[src/rtl/lin_fc_pkg.sv]
package lin_fc_pkg;

   typedef enum logic [1:0] {
      ACT_PUB  = 2'd0,
      ACT_SUB  = 2'd1,
      ACT_IGN  = 2'd2,
      ACT_IGNX = 2'd3
   } act_e;

   typedef enum logic [2:0] {
      ST_IDLE = 3'd0,
      ST_HTX  = 3'd1,
      ST_HRX  = 3'd2,
      ST_DATA = 3'd3,
      ST_CK   = 3'd4
   } st_e;

   // {bit7, bit6} parity over identifier bits 5:0
   function automatic logic [1:0] id_parity(input logic [5:0] id);
      return {~(id[1] ^ id[3] ^ id[4] ^ id[5]), id[0] ^ id[1] ^ id[2] ^ id[4]};
   endfunction

endpackage

[src/rtl/lin_id_unit.sv]
module lin_id_unit
   import lin_fc_pkg::*;
#(
   parameter int ID_W = 8
) (
   input  logic [ID_W-1:0] tx_id,
   input  logic [ID_W-1:0] rx_id,
   input  logic            par_off,
   output logic [ID_W-1:0] hdr_byte,
   output logic [ID_W-1:0] rx_store,
   output logic            rx_par_bad
);
   localparam int PAY_W = ID_W - 2;

   generate
      if (ID_W != 8) begin : g_bad_width
         $error("lin_id_unit: identifier must be 8 bits");
      end
   endgenerate

   logic [1:0] tx_par;
   logic [1:0] rx_par;

   always_comb begin
      tx_par = id_parity(tx_id[PAY_W-1:0]);
      rx_par = id_parity(rx_id[PAY_W-1:0]);
      if (par_off) begin
         hdr_byte   = tx_id;
         rx_store   = rx_id;
         rx_par_bad = 1'b0;
      end else begin
         hdr_byte   = {tx_par, tx_id[PAY_W-1:0]};
         rx_store   = {2'b00, rx_id[PAY_W-1:0]};
         rx_par_bad = (rx_id[ID_W-1:PAY_W] != rx_par);
      end
   end
endmodule

[src/rtl/lin_len_decode.sv]
module lin_len_decode #(
   parameter int DLC_W = 8,
   parameter int CNT_W = DLC_W + 1
) (
   input  logic [1:0]       id_len_bits,
   input  logic             len_from_id,
   input  logic [DLC_W-1:0] dlc,
   output logic [CNT_W-1:0] len
);
   generate
      if (DLC_W < 3) begin : g_bad_dlc
         $error("lin_len_decode: DLC_W must reach 8 bytes");
      end
      if (CNT_W != DLC_W + 1) begin : g_bad_cnt
         $error("lin_len_decode: CNT_W must be DLC_W+1");
      end
   endgenerate

   logic [CNT_W-1:0] user_len;
   logic [CNT_W-1:0] id_len;

   always_comb begin
      user_len = {1'b0, dlc} + CNT_W'(1);
      unique case (id_len_bits)
         2'b11:   id_len = CNT_W'(8);
         2'b10:   id_len = CNT_W'(4);
         default: id_len = CNT_W'(2);
      endcase
      len = len_from_id ? id_len : user_len;
   end
endmodule

[src/rtl/lin_csum_acc.sv]
module lin_csum_acc #(
   parameter int B_W = 8
) (
   input  logic           clk,
   input  logic           rst_n,
   input  logic           clr,
   input  logic           add_en,
   input  logic [B_W-1:0] byte_in,
   output logic [B_W-1:0] csum
);
   logic [B_W-1:0] acc_q;
   logic [B_W:0]   wide;
   logic [B_W-1:0] folded;

   always_comb begin
      wide   = {1'b0, acc_q} + {1'b0, byte_in};
      folded = wide[B_W-1:0] + B_W'(wide[B_W]);
      csum   = ~acc_q;
   end

   always_ff @(posedge clk or negedge rst_n) begin
      if (!rst_n)      acc_q <= '0;
      else if (clr)    acc_q <= '0;
      else if (add_en) acc_q <= folded;
   end
endmodule

[src/rtl/lin_frame_ctrl.sv]
module lin_frame_ctrl
   import lin_fc_pkg::*;
#(
   parameter int DLC_W = 8,
   localparam int CNT_W = DLC_W + 1
) (
   input  logic             clk,
   input  logic             rst_n,
   input  logic [7:0]       cfg_id,
   input  logic             cfg_par_off,
   input  logic             cfg_len_from_id,
   input  logic [DLC_W-1:0] cfg_dlc,
   input  logic [1:0]       cfg_action,
   input  logic             hdr_tx_start,
   input  logic             hdr_rx_start,
   input  logic [7:0]       pub_data,
   output logic             pub_pop,
   output logic [7:0]       tx_byte,
   output logic             tx_valid,
   input  logic             tx_ready,
   input  logic [7:0]       rx_byte,
   input  logic             rx_valid,
   output logic [7:0]       sub_data,
   output logic             sub_valid,
   output logic [7:0]       id_out,
   output logic             resp_done,
   output logic             err_id_parity,
   output logic             err_checksum
);
   st_e              st_q;
   act_e             act_q;
   logic [CNT_W-1:0] cnt_q;
   logic [7:0]       id_q;
   logic             done_q, epar_q, eck_q;

   logic [7:0]       hdr_byte, rx_store, csum, data_byte;
   logic             rx_par_bad;
   logic [CNT_W-1:0] len;
   logic [1:0]       len_bits;
   logic             hdr_start, is_pub, byte_evt, hdr_end, add_en;

   lin_id_unit #(.ID_W(8)) u_id (
      .tx_id      (cfg_id),
      .rx_id      (rx_byte),
      .par_off    (cfg_par_off),
      .hdr_byte   (hdr_byte),
      .rx_store   (rx_store),
      .rx_par_bad (rx_par_bad)
   );

   lin_len_decode #(.DLC_W(DLC_W), .CNT_W(CNT_W)) u_len (
      .id_len_bits (len_bits),
      .len_from_id (cfg_len_from_id),
      .dlc         (cfg_dlc),
      .len         (len)
   );

   lin_csum_acc #(.B_W(8)) u_ck (
      .clk     (clk),
      .rst_n   (rst_n),
      .clr     (hdr_end),
      .add_en  (add_en),
      .byte_in (data_byte),
      .csum    (csum)
   );

   always_comb begin
      hdr_start = hdr_tx_start | hdr_rx_start;
      is_pub    = (act_q == ACT_PUB);
      len_bits  = (st_q == ST_HTX) ? cfg_id[5:4] : rx_byte[5:4];
      tx_valid  = (st_q == ST_HTX) ||
                  (is_pub && ((st_q == ST_DATA) || (st_q == ST_CK)));
      unique case (st_q)
         ST_HTX:  tx_byte = hdr_byte;
         ST_DATA: tx_byte = pub_data;
         default: tx_byte = csum;
      endcase
      byte_evt  = is_pub ? (tx_valid && tx_ready) : rx_valid;
      hdr_end   = ((st_q == ST_HTX) && tx_ready) || ((st_q == ST_HRX) && rx_valid);
      add_en    = (st_q == ST_DATA) && byte_evt && !hdr_start;
      data_byte = is_pub ? pub_data : rx_byte;
      pub_pop   = (st_q == ST_DATA) && is_pub && tx_ready;
      sub_valid = (st_q == ST_DATA) && (act_q == ACT_SUB) && rx_valid;
      sub_data  = rx_byte;
   end

   always_ff @(posedge clk or negedge rst_n) begin
      if (!rst_n) begin
         st_q   <= ST_IDLE;
         act_q  <= ACT_IGN;
         cnt_q  <= '0;
         id_q   <= '0;
         done_q <= 1'b0;
         epar_q <= 1'b0;
         eck_q  <= 1'b0;
      end else begin
         done_q <= 1'b0;
         if (hdr_start) begin
            st_q   <= hdr_tx_start ? ST_HTX : ST_HRX;
            epar_q <= 1'b0;
            eck_q  <= 1'b0;
         end else begin
            unique case (st_q)
               ST_HTX: if (tx_ready) begin
                  act_q <= act_e'(cfg_action);
                  cnt_q <= len;
                  st_q  <= ST_DATA;
               end
               ST_HRX: if (rx_valid) begin
                  id_q   <= rx_store;
                  epar_q <= rx_par_bad;
                  act_q  <= act_e'(cfg_action);
                  cnt_q  <= len;
                  st_q   <= ST_DATA;
               end
               ST_DATA: if (byte_evt) begin
                  cnt_q <= cnt_q - CNT_W'(1);
                  if (cnt_q == CNT_W'(1)) st_q <= ST_CK;
               end
               ST_CK: if (byte_evt) begin
                  if ((act_q == ACT_SUB) && (rx_byte != csum)) eck_q <= 1'b1;
                  done_q <= 1'b1;
                  st_q   <= ST_IDLE;
               end
               default: ;
            endcase
         end
      end
   end

   assign id_out        = id_q;
   assign resp_done     = done_q;
   assign err_id_parity = epar_q;
   assign err_checksum  = eck_q;
endmodule

[config.mk]
export PLATFORM = sky130hd
export DESIGN_NAME = lin_frame_ctrl
export DESIGN_NICKNAME = d
export VERILOG_FILES = /design/src/rtl/lin_fc_pkg.sv /design/src/rtl/lin_id_unit.sv /design/src/rtl/lin_len_decode.sv /design/src/rtl/lin_csum_acc.sv /design/src/rtl/lin_frame_ctrl.sv
export SDC_FILE = /design/constraint.sdc
export NUM_CORES = 1
export LEC_CHECK = 0
export ABC_AREA = 1
export BUFFER_PORTS_ARGS = -buffer_cell sky130_fd_sc_hd__buf_2
export CAP_MARGIN = 30
export CELL_PAD_IN_SITES_DETAIL_PLACEMENT = 1
export CELL_PAD_IN_SITES_GLOBAL_PLACEMENT = 1
export CORE_MARGIN = 1.5
export CORE_UTILIZATION = 41
export CTS_CLUSTER_DIAMETER = 50
export DETAILED_ROUTE_END_ITERATION = 6
export HOLD_SLACK_MARGIN = 0.02
export PLACE_DENSITY_LB_ADDON = 0.25
export SLEW_MARGIN = 20
export SYNTH_ARGS = -nofsm -noshare
export SYNTH_HDL_FRONTEND = slang
export SYNTH_SLANG_ARGS = --single-unit
[constraint.sdc]
create_clock -name clk -period 7.8 [get_ports clk]
set_clock_uncertainty 0.2 [all_clocks]
set_input_delay 0.39 -clock clk [delete_from_list [all_inputs] [get_ports clk]]
set_output_delay 0.39 -clock clk [all_outputs]
set_load 0.05 [all_outputs]
==> reports/results.tsv, run 1 <==
metric	value	unit
cts.clk_slew.worst_paths	0.08	ns
drive_above_1_share	21.00	%
grt_setup_unrepaired	false	
critPathBufInv	4	
initial_core_util	42.04	%
initialDrtViolationCount	123	
die_w	88.78	um
crit_path_end	u_ck.acc_q[6]	
cts_buffers	5	
crit_fanout	16	
num_rows	31	
timing.rr.end	u_ck.acc_q[6]	
hpwl	8.048	mm
synth_top_flop_cell	dfrtp_1	
synth.ff_latch_count	33	
tightest_slew	0.8366	ns
cts_sinks	33	
synth-edff-count	0	
wl_per_cell	15.94	um
final_cell_mix	nand2_1 (123), buf_2 (71), inv_1 (58)	
antenna_found_initial	0	
finalCritPeriodShare	50.05	%
numPortBuffers	71	
drv_slew	0	
yosysWarnings	0	
grt_pass1_vias	3244	
cap_violations	0	
cts_tree	built	
leakage	1.891	nW
peakVddDrop	0.0002008	V
period_needed	3.904	ns
crit_arrival	3.91	ns
clk_path_buf_depth	2	
p_per_area	429.1	nW/um^2
setup_viol	0	
yosysUniqueCellTypes	40	
async_reset_ff_share	100.0	%
crit_type	reg2reg	
synthToLayoutAreaGrowth	17.17	%
final_common_cell	nand2_1	
tns	0	ns
fin_area	3535	sq um
critPathLaunchType	register	
slowest_stage	nor2_1	
path_cells	nor2_1 -> nand2_1 -> o21ai_0 -> ha_1 -> inv_1 -> fa_1 -> inv_1 -> nand3_1 -> nand3_1 -> a21oi_1 -> o21bai_1 -> ha_1 -> ha_1 -> inv_1 -> nor2_1 -> nand3_1 -> nor2_1 -> nand2_1 -> nand2_1 -> nand3_1 -> nand2_1 -> inv_1	
wl	9.851	mm
grt_pass1_wl	15.61	mm
die-area	7881	sq um
grt_max_degree	34	
grt_usage	26.08	%
r2r_cells	22	
gp_congestion	0.9065	
worstPathRequired	7.80	ns
cp.depth	22	
critical_path.max_stage_delay	0.65	ns
syn_area	3017	sq um
vias	3210	
hold_viol_final	0	
outcome	finished, final reports clean	
final_nets	575	
cts_setup_buffers	0	
num_io_pins	72	
htreeDepth	2	
ff2ff_setup_slack	3.90	ns
syn_inst	452	
hold_ws	0.09584	ns
hp-class	in2reg	
syn_nets	509	
num_antenna_cells	0	
ant_nets	0	
dpl_cell_area	3410	sq um
die_y	88.78	um
critical-path-top-delay-family	simple AND/OR/NAND/NOR gates	
overflow	0	
clkLatencyLatePin	0.30	ns
reg2reg_from	act_q[0]	
firstDrtPassIters	4	
avgSynthCellArea	6.674	sq um
slew_headroom	44.02	%
seq_area_frac_synth	27.42	%
end_kind	register	
drc	0	
cts_root_buf	clkbuf_8	
startpoint	act_q[0]	
avgViaCountPerCell	5.194	
core	7176	sq um
timing.fmax	256.2	MHz
==> worst min-delay path: stages <==
cell     delay, ns
buf_2         0.08
nand2_1       0.04
nand2_1       0.05
==> layer usage <==
layer  share of wire, %  routed length [um]  GRT usage (%)
met5                  0                   0              0
met1                 42                4146          30.88
met2                 52                5134          49.04
met4                1.9                 184          7.244
met3                3.9                 386          3.265
==> cells by family after synthesis <==
family	synth area share, %
AOI/OAI and AO/OA	14.93
adders and majority gates	6.470
and+or+nand+nor	32.93
buffers and inverters	10.99
DFF	27.42
xor gates and xnor gates	7.258
==> power breakdown <==
| part | internal, W | leakage, nW | switching [W] |
|---|---|---|---|
| clock network | 0.0000957 | 0.0543 | 0.0000745 |
| logic | 0.000297 | 1.40 | 0.000742 |
| registers | 0.000237 | 0.432 | 0.0000713 |
| total | 0.000629 | 1.89 | 0.000888 |
==> worst min-delay path by stage <==
| stage | from | to | slack (ns) | cells past startpoint |
|---|---|---|---|---|
| 6_report | cfg_action[0] | act_q[0] | 0.1 | 3 |
| 4_1_cts | cfg_action[0] | act_q[0] | 0.10 | 3 |
| 3_5_place_dp | id_out[6] | id_out[6] | 0.26 | 2 |
| 2_1_floorplan | rst_n | act_q[0] | -0.11 | 0 |
| 5_1_grt | cfg_action[0] | act_q[0] | 0.12 | 3 |
| 3_3_place_gp | id_out[6] | id_out[6] | 0.26 | 2 |
==> sequential cells by signal, indices dropped and copies added (netlist names) <==
| register | flops |
|---|---|
| act_q | 2 |
| cnt_q | 9 |
| err_checksum | 1 |
| err_id_parity | 1 |
| id_out | 8 |
| resp_done | 1 |
| st_q | 3 |
| u_ck.acc_q | 8 |
==> cell usage after synthesis, types with 5 or more instances <==
| cell type | n | area [sq um] |
|---|---|---|
| o21ai_1 | 8 | 40.04 |
| o21ai_0 | 24 | 120.1 |
| nand2_1 | 123 | 461.7 |
| xor2_1 | 9 | 78.83 |
| nand2_2 | 8 | 50.05 |
| nor3_1 | 5 | 25.02 |
| o21ai_2 | 5 | 43.79 |
| nor2_1 | 35 | 131.4 |
| inv_1 | 58 | 217.7 |
| inv_2 | 6 | 22.52 |
| ha_1 | 14 | 175.2 |
| buf_4 | 8 | 60.06 |
| o22ai_1 | 5 | 31.28 |
| nand3_1 | 38 | 190.2 |
| nand4_1 | 7 | 43.79 |
| dfrtp_1 | 32 | 800.8 |
| a21oi_1 | 14 | 70.07 |
| o211ai_1 | 5 | 37.54 |
| xnor2_1 | 16 | 140.1 |
==> timing repair <==
item | in CTS | in global routing
setup endpoints to repair | 0 | 0
hold buffers | 1 | 0
endpoints found under the hold margin | 32 | 0
resized for setup | 0 | 0
==> metrics by stage <==
step | instances | utilization, % | total power (W) | worst slack, ns
global placement | 609 | 47.52 | 0.001313 | 4.142
finish | 618 | 49.26 | 0.001517 | 3.896
global route | 618 | 49.26 | 0.001640 | 3.390
CTS | 618 | 49.26 | 0.001518 | 3.903
floorplan | 452 | - | 0.001084 | 4.425
detailed placement | 609 | 47.52 | 0.001344 | 3.919
==> cell type report <==
| cell class | count | area [sq um] |
|---|---|---|
| inverters | 65 | 245.2 |
| repair buffers | 72 | 365.4 |
| flip-flops and latches | 33 | 827.0 |
| clock buffers | 5 | 68.82 |
| fillers | 986 | 3641 |
| clock inverters | 3 | 46.29 |
| well taps | 99 | 123.9 |
| multi-input cells | 341 | 1858 |
No activity file was read; power rests on OpenSTA's default activity.
==> run 2: changes to the inputs <==
--- a/config.mk
+++ b/config.mk
@@ -11,7 +11,7 @@
 export CELL_PAD_IN_SITES_DETAIL_PLACEMENT = 1
 export CELL_PAD_IN_SITES_GLOBAL_PLACEMENT = 1
 export CORE_MARGIN = 1.5
-export CORE_UTILIZATION = 41
+export CORE_UTILIZATION = 34
 export CTS_CLUSTER_DIAMETER = 50
 export DETAILED_ROUTE_END_ITERATION = 6
 export HOLD_SLACK_MARGIN = 0.02
==> constraint.sdc (replaced) <==
create_clock -name clk -period 3.3 [get_ports clk]
set_clock_uncertainty 0.2 [all_clocks]
set_input_delay 0.165 -clock clk [delete_from_list [all_inputs] [get_ports clk]]
set_output_delay 0.165 -clock clk [all_outputs]
set_load 0.05 [all_outputs]
==> run 2 against run 1 <==
  * Utilization shrank 5.6 points
  * Non-clock buffer count grew 20
  * Via count grew 1.7%
  * Cell area grew 7.1%
  * Die area grew 20%
  * Wire length grew 3.3%
  * Sequential power grew 140%
  * Sequential share of layout area shrank 1.5 points
  * Register-to-register slack lost 3.8 ns
  * Final cell count grew 4.7%
  * Count of clock-buffer cells in the layout grew 2
  * First-iteration DRC count grew 3.3%
==> reports/results.tsv, run 2 (synthesis results as in run 1) <==
metric	value	unit
crit_type	reg2reg	
cap_violations	0	
largest_register_ffs	9	
num_rows	34	
power	0.003782	W
die_y	97.20	um
grt_pass1_wl	16.91	mm
cts_root_buf	clkbuf_8	
hp-class	in2reg	
num_io_pins	72	
timing.fmax	313.7	MHz
die_w	97.20	um
drv_slew	0	
grt_setup_unrepaired	true	
hold_viol_final	0	
grt_pass1_vias	3425	
htreeDepth	2	
final_common_cell	nand2_1	
peakVddDrop	0.0002908	V
crit_fanout	8	
cts.clk_slew.worst_paths	0.07	ns
vias	3263	
num_antenna_cells	0	
p_per_area	999.1	nW/um^2
slew_headroom	47.07	%
critical_path.max_stage_delay	0.55	ns
fin_cells	647	
hpwl	8.288	mm
setup_viol	0	
cp_common_cell	nand2_1	
synthToLayoutAreaGrowth	25.47	%
p_sw	0.002162	W
seqPwrFrac	19.5	%
worstPathRequired	3.29	ns
avgViaCountPerCell	5.043	
wl	10.17	mm
cts_sinks	33	
initial_core_util	34.76	%
initialDrtViolationCount	127	
comb_power_share	69.8	%
core	8678	sq um
numPortBuffers	71	
tightest_slew	0.7940	ns
p_int	0.001620	W
drive_above_1_share	25.97	%
cts_tree	built	
wl_per_cell	15.72	um
dp.cells	626	
overflow	0	
end_kind	register	
grt_usage	21.88	%
fin_area	3785	sq um
finalCritPeriodShare	96.59	%
clk_path_buf_depth	2	
grt_max_degree	34	
critPathLaunchType	register	
swShare	57.16	%
drc	0	
clkLatencyLatePin	0.29	ns
final_cell_mix	nand2_1 (121), buf_2 (71), inv_1 (55)	
slowest_stage	dfstp_2	
path_cells	nor2_4 -> buf_4 -> nand2_1 -> o21ai_0 -> ha_1 -> nand2_1 -> inv_1 -> nand3_2 -> nand3_2 -> a21oi_2 -> o21bai_1 -> ha_2 -> ha_4 -> inv_2 -> nor2_2 -> nand3_1 -> nor2_1 -> nand2_1 -> nand2_1 -> nand3_1 -> nand2_1 -> inv_1	
outcome	finished, final reports clean	
cts_buffers	5	
leakage	1.993	nW
tns	0	ns
final_nets	595	
crit_arrival	3.18	ns
ant_nets	0	
gp_congestion	0.8612	
dpl_cell_area	3483	sq um
top_register	cnt_q	
clkPwrFrac	10.7	%
period_needed	3.187	ns
die-area	9447	sq um
firstDrtPassIters	4	
antenna_found_initial	0	
run 2: worst paths after layout:
path                                    from       endpoint  slack [ns]  cells past startpoint
min in group asynchronous              rst_n       cnt_q[5]        0.29                      2
worst max-delay path                act_q[1]  u_ck.acc_q[6]        0.11                     22
worst min register to register  err_checksum   err_checksum        0.28                      2
max in group asynchronous              rst_n       act_q[0]        2.11                      2
worst min-delay path              rx_byte[2]      id_out[2]        0.03                      3
worst max register to register      act_q[1]  u_ck.acc_q[6]        0.11                     22
run 2: area by class of cell:
| class | count | area [sq um] |
|---|---|---|
| Tap cell | 108 | 135.1 |
| Timing Repair Buffer | 92 | 530.5 |
| Clock buffer | 7 | 86.33 |
| Clock inverter | 1 | 30.03 |
| Sequential cell | 33 | 827.0 |
| Multi-Input combinational cell | 341 | 1931 |
| Inverter | 65 | 245.2 |
| Fill cell | 1161 | 4893 |
run 2: worst max-delay path: cells and delay by family, from the launching register on:
family	cells	cell delay, ns
compound gates	3	0.30
fa+ha+maj	3	0.76
buf+inv	4	0.29
flops	1	0.55
simple gates	12	0.97
run 2: routing by layer:
| layer | GRT usage (%) | up-vias | share of wire [%] |
|---|---|---|---|
| li1 | - | 1625 | - |
| met1 | 27.98 | 1566 | 45 |
| met2 | 38.14 | 54 | 50 |
| met3 | 2.734 | 18 | 2.3 |
| met4 | 7.135 | 0 | 2.4 |
| met5 | 0 | - | 0 |
run 2: repair_timing:
action / in CTS / in global routing
hold buffers: 7 / 0
endpoints found under the hold margin: 38 / 0
pin swaps: 0 / 18
setup buffers: 0 / 6
resized for setup: 4 / 19
setup endpoints to repair: 3 / 4
run 2: through the flow:
| step | utilization (%) | hold WS, ns | worst slack, ns |
|---|---|---|---|
| 2_1_floorplan | - | -0.3306 | 0.05972 |
| 5_1_grt | 43.61 | 0.06477 | -0.1160 |
| 3_5_place_dp | 40.14 | 0.09562 | -0.06342 |
| 3_3_place_gp | 40.14 | 0.09346 | 0.1425 |
| 6_report | 43.61 | 0.03159 | 0.1127 |
| 4_1_cts | 42.40 | 0.04077 | 0.01985 |
run 2: power groups by stage:
stage	logic (W)	clock network [W]	registers (W)
after floorplan	0.00172	0	0.000852
after global placement	0.00246	0	0.000730
after detailed placement	0.00251	0	0.000740
after CTS	0.00253	0.000409	0.000738
after global routing	0.00291	0.000422	0.000758
final	0.00264	0.000406	0.000737
